## src/rtl/ca_pattern_gen.sv

```systemverilog
module ca_pattern_gen #(
  parameter int WIDTH = 8,
  parameter logic [WIDTH-1:0] RESET_SEED = {{(WIDTH-1){1'b0}}, 1'b1}
) (
  input  logic             clk,
  input  logic             rst,
  input  logic             load_en,
  input  logic [WIDTH-1:0] seed,
  input  logic             step_en,
  input  logic [WIDTH-1:0] rule_sel,
  input  logic             wrap_mode,
  output logic [WIDTH-1:0] state_q,
  output logic             stuck
);

  logic             lo_edge, hi_edge;
  logic [WIDTH+1:0] ext;
  logic [WIDTH-1:0] nxt;

  assign lo_edge = wrap_mode & state_q[WIDTH-1];
  assign hi_edge = wrap_mode & state_q[0];
  assign ext     = {hi_edge, state_q, lo_edge};

  for (genvar i = 0; i < WIDTH; i++) begin : g_cell
    assign nxt[i] = ext[i] ^ ext[i+2] ^ (rule_sel[i] & ext[i+1]);
  end

  always_ff @(posedge clk) begin
    if (rst)          state_q <= RESET_SEED;
    else if (load_en) state_q <= seed;
    else if (step_en) state_q <= nxt;
  end

  assign stuck = ~|state_q;

endmodule

```

## config.mk

```make
export PLATFORM = sky130hd
export DESIGN_NAME = ca_pattern_gen
export DESIGN_NICKNAME = d
export VERILOG_FILES = /design/src/rtl/ca_pattern_gen.sv
export SDC_FILE = /design/constraint.sdc
export NUM_CORES = 1
export LEC_CHECK = 0
export BUFFER_PORTS_ARGS = -buffer_cell sky130_fd_sc_hd__buf_2
export CAP_MARGIN = 20
export CORE_MARGIN = 2
export CORE_UTILIZATION = 38
export DETAILED_ROUTE_END_ITERATION = 8
export PLACE_DENSITY_LB_ADDON = 0.1
export SLEW_MARGIN = 20
export SYNTH_ARGS = -nofsm -noshare
export SYNTH_HDL_FRONTEND = slang
export SYNTH_SLANG_ARGS = --single-unit
```

## constraint.sdc

```tcl
create_clock -name clk -period 1.3 [get_ports clk]
set_input_delay 0.39 -clock clk [delete_from_list [all_inputs] [get_ports clk]]
set_output_delay 0.39 -clock clk [all_outputs]
set_load 0.01 [all_outputs]
```

==> impl_metrics.json <==
{
  "drc_errors": 0,
  "grt_start_max_net_pins": 12,
  "rows": 13,
  "slew_viol_final": 0,
  "synth_ff_type": "dfxtp_1",
  "nets": 142,
  "crit_fanout": 2,
  "grt_setup_unrepaired": "yes",
  "worstPathCellList": "or4_4, nor2_2, buf_2",
  "ant_nets": 0,
  "crit_arrival_ns": 1.31,
  "drive_gt1_frac": 0.471,
  "finalWirelength_um": 1710,
  "largestRegisters": "state_q (8)",
  "largest_register_ffs": 8,
  "clk-insertion-delay-late_ns": 0.25,
  "worst_hold_startpoint": "rst",
  "crit_required_ns": 0.91,
  "first_global_vias": 677,
  "period_share": 1.31,
  "wire_per_inst_um": 12.8,
  "seqCellArea_um2": 164,
  "crit_start": "state_q[6]$_SDFFE_PP0P_",
  "worstMarginPinSlew_ns": 0.218,
  "ctsHoldBuffers": 0,
  "path_class": "reg -> out",
  "port_buffers": 29,
  "cp-end-kind": "output port",
  "cts_buffer_depth": 2,
  "syn_nets": 99,
  "vias": 725,
  "power.density_nw_per_um2": 889,
  "synth_edf_count": 0,
  "hold_path.class": "in -> reg",
  "die_h_um": 42.5,
  "grt_pass1_wl_um": 2880,
  "final.fill_count": 127,
  "max_flop_register": "state_q",
  "antenna_cells": 0,
  "numCtsBuffers": 3,
  "setup_violations": 1,
  "fmax_ghz": 0.587,
  "hold_viol_final": 0,
  "area_growth_pct": 55.9,
  "io_pins": 30,
  "irDropWorstVdd_uv": 652,
  "multiInputGateArea_um2": 409,
  "dieArea_um2": 1810,
  "whs_ns": 0.329,
  "clock-sinks": 8,
  "track_usage": 0.213,
  "root_buffer": "clkbuf_4",
  "gp_congestion": 0.747,
  "drt-initial-drc-count": 10,
  "syn_area_um2": 564,
  "core-area_um2": 1350,
  "leakage_nw": 0.430,
  "cts_tree": "yes",
  "viasPerCell": 5.41,
  "fin_crit_ns": 1.70,
  "cp_slowest_cell": "or4_4",
  "setup_ws_ns": -0.405,
  "initial_core_util": 0.418,
  "cts_max_level": 1,
  "grt_overflow": 0,
  "syn-instance-count": 78,
  "async_flop_share": 0,
  "avgSynthCellArea_um2": 7.23,
  "violations": "setup timing",
  "timing.rr.start": "state_q[6]$_SDFFE_PP0P_",
  "status": "complete, but fails checks",
  "fp.dieW_um": 42.5,
  "slowest_delay_ns": 0.52,
  "ys_seq_elements": 8,
  "fin_total_pwr_uw": 782,
  "clk_pin_slew_worst_paths_ns": 0.05,
  "ys_types": 24,
  "drv_cap": 0,
  "slew_headroom": 0.854,
  "ys_seq_area_frac": 0.284,
  "yosysWarnings": 0,
  "firstDrtPassIters": 3,
  "place_hpwl_um": 1320,
  "fin_skew_ns": 0.00318,
  "grt_antenna_before_repair": 0,
  "worstSetupStartpointType": "flop"
}
## cells in the final DEF, fill, tap and decap left out, types with 4 or more instances in the layout
cell type,instances
dfxtp_1,5
nand2_1,5
o21ai_0,10
buf_4,10
nand3_1,5
xnor2_1,4
inv_1,5
a21oi_1,6
buf_2,29
## routing by layer
metal / track usage / up-vias / part of all wire
met5: 0 / - / 0
met4: 0.100 / 0 / 0.022
met3: 0.0560 / 4 / 0.041
met2: 0.369 / 22 / 0.49
met1: 0.239 / 334 / 0.45
li1: - / 365 / -
## cell usage after synthesis, drive strengths merged, types with 3 or more instances
master  count  area [µm²]
nand3       5        25.0
a21o        3        22.5
dfxtp       8         160
o22ai       3        18.8
nand2       5        18.8
o21ai      12        60.1
xor2        4        35.0
xnor2       4        35.0
clkbuf      3        11.3
nor2        5        18.8
a21oi       6        30.0
inv         6        22.5
## worst max-delay path, delay by kind of cell, from the launching register on
kind / cells / cell delay [ns]
and+or+nand+nor: 2 / 0.62
DFF: 1 / 0.31
buffers and inverters: 1 / 0.13
## stage by stage
| step | TNS (ns) | std cells | utilization | worst slack [ns] | cell area (µm²) |
|---|---|---|---|---|---|
| after global routing | -0.498 | 134 | 0.652 | -0.462 | 880 |
| after global placement | -0.143 | 131 | 0.602 | -0.143 | 813 |
| after detailed placement | -0.140 | 131 | 0.602 | -0.140 | 813 |
| after floorplan | -0.129 | 78 | - | -0.129 | 571 |
| after CTS | -0.411 | 134 | 0.627 | -0.411 | 847 |
| final | -0.405 | 134 | 0.652 | -0.405 | 880 |
## cells by family (layout without fill, tap and decap cells)
| family | Yosys count | after routing | synth area share |
|---|---|---|---|
| AOI/OAI and AO/OA | 31 | 31 | 0.337 |
| xor gates and xnor gates | 8 | 8 | 0.124 |
| DFF | 8 | 8 | 0.284 |
| buffers and inverters | 9 | 50 | 0.0599 |
| muxes | 1 | 1 | 0.0177 |
| and+or+nand+nor | 21 | 21 | 0.177 |
## layout make-up
cell class,instances,share of cell area
repair buffers,41,0.276
flip-flops and latches,8,0.186
well taps,15,0.0213
clock buffers,3,0.0256
inverters,6,0.0256
multi-input cells,61,0.465
## power by group
part / switching, mW / leakage [nW] / internal (mW)
Clock: 0.0739 / 0.0138 / 0.105
Sequential: 0.0118 / 0.0674 / 0.270
Combinational: 0.162 / 0.349 / 0.159
Total: 0.248 / 0.430 / 0.534
## path summary, 6_finish.rpt
path                                                end  slack [ns]  depth (start not counted)
worst max-delay path                              stuck       -0.40                          3
worst max register to register  state_q[5]$_SDFFE_PP0P_        0.03                          5
worst min-delay path            state_q[6]$_SDFFE_PP0P_        0.33                          2
worst min register to register  state_q[4]$_SDFFE_PP0P_        0.63                          3
## repair_timing
item,in CTS,in global routing
pin swaps,2,4
resized for setup,2,8
buffers inserted,0,1
endpoints found under the setup margin,2,3
Note: power is estimated with default switching activity, not from simulation.
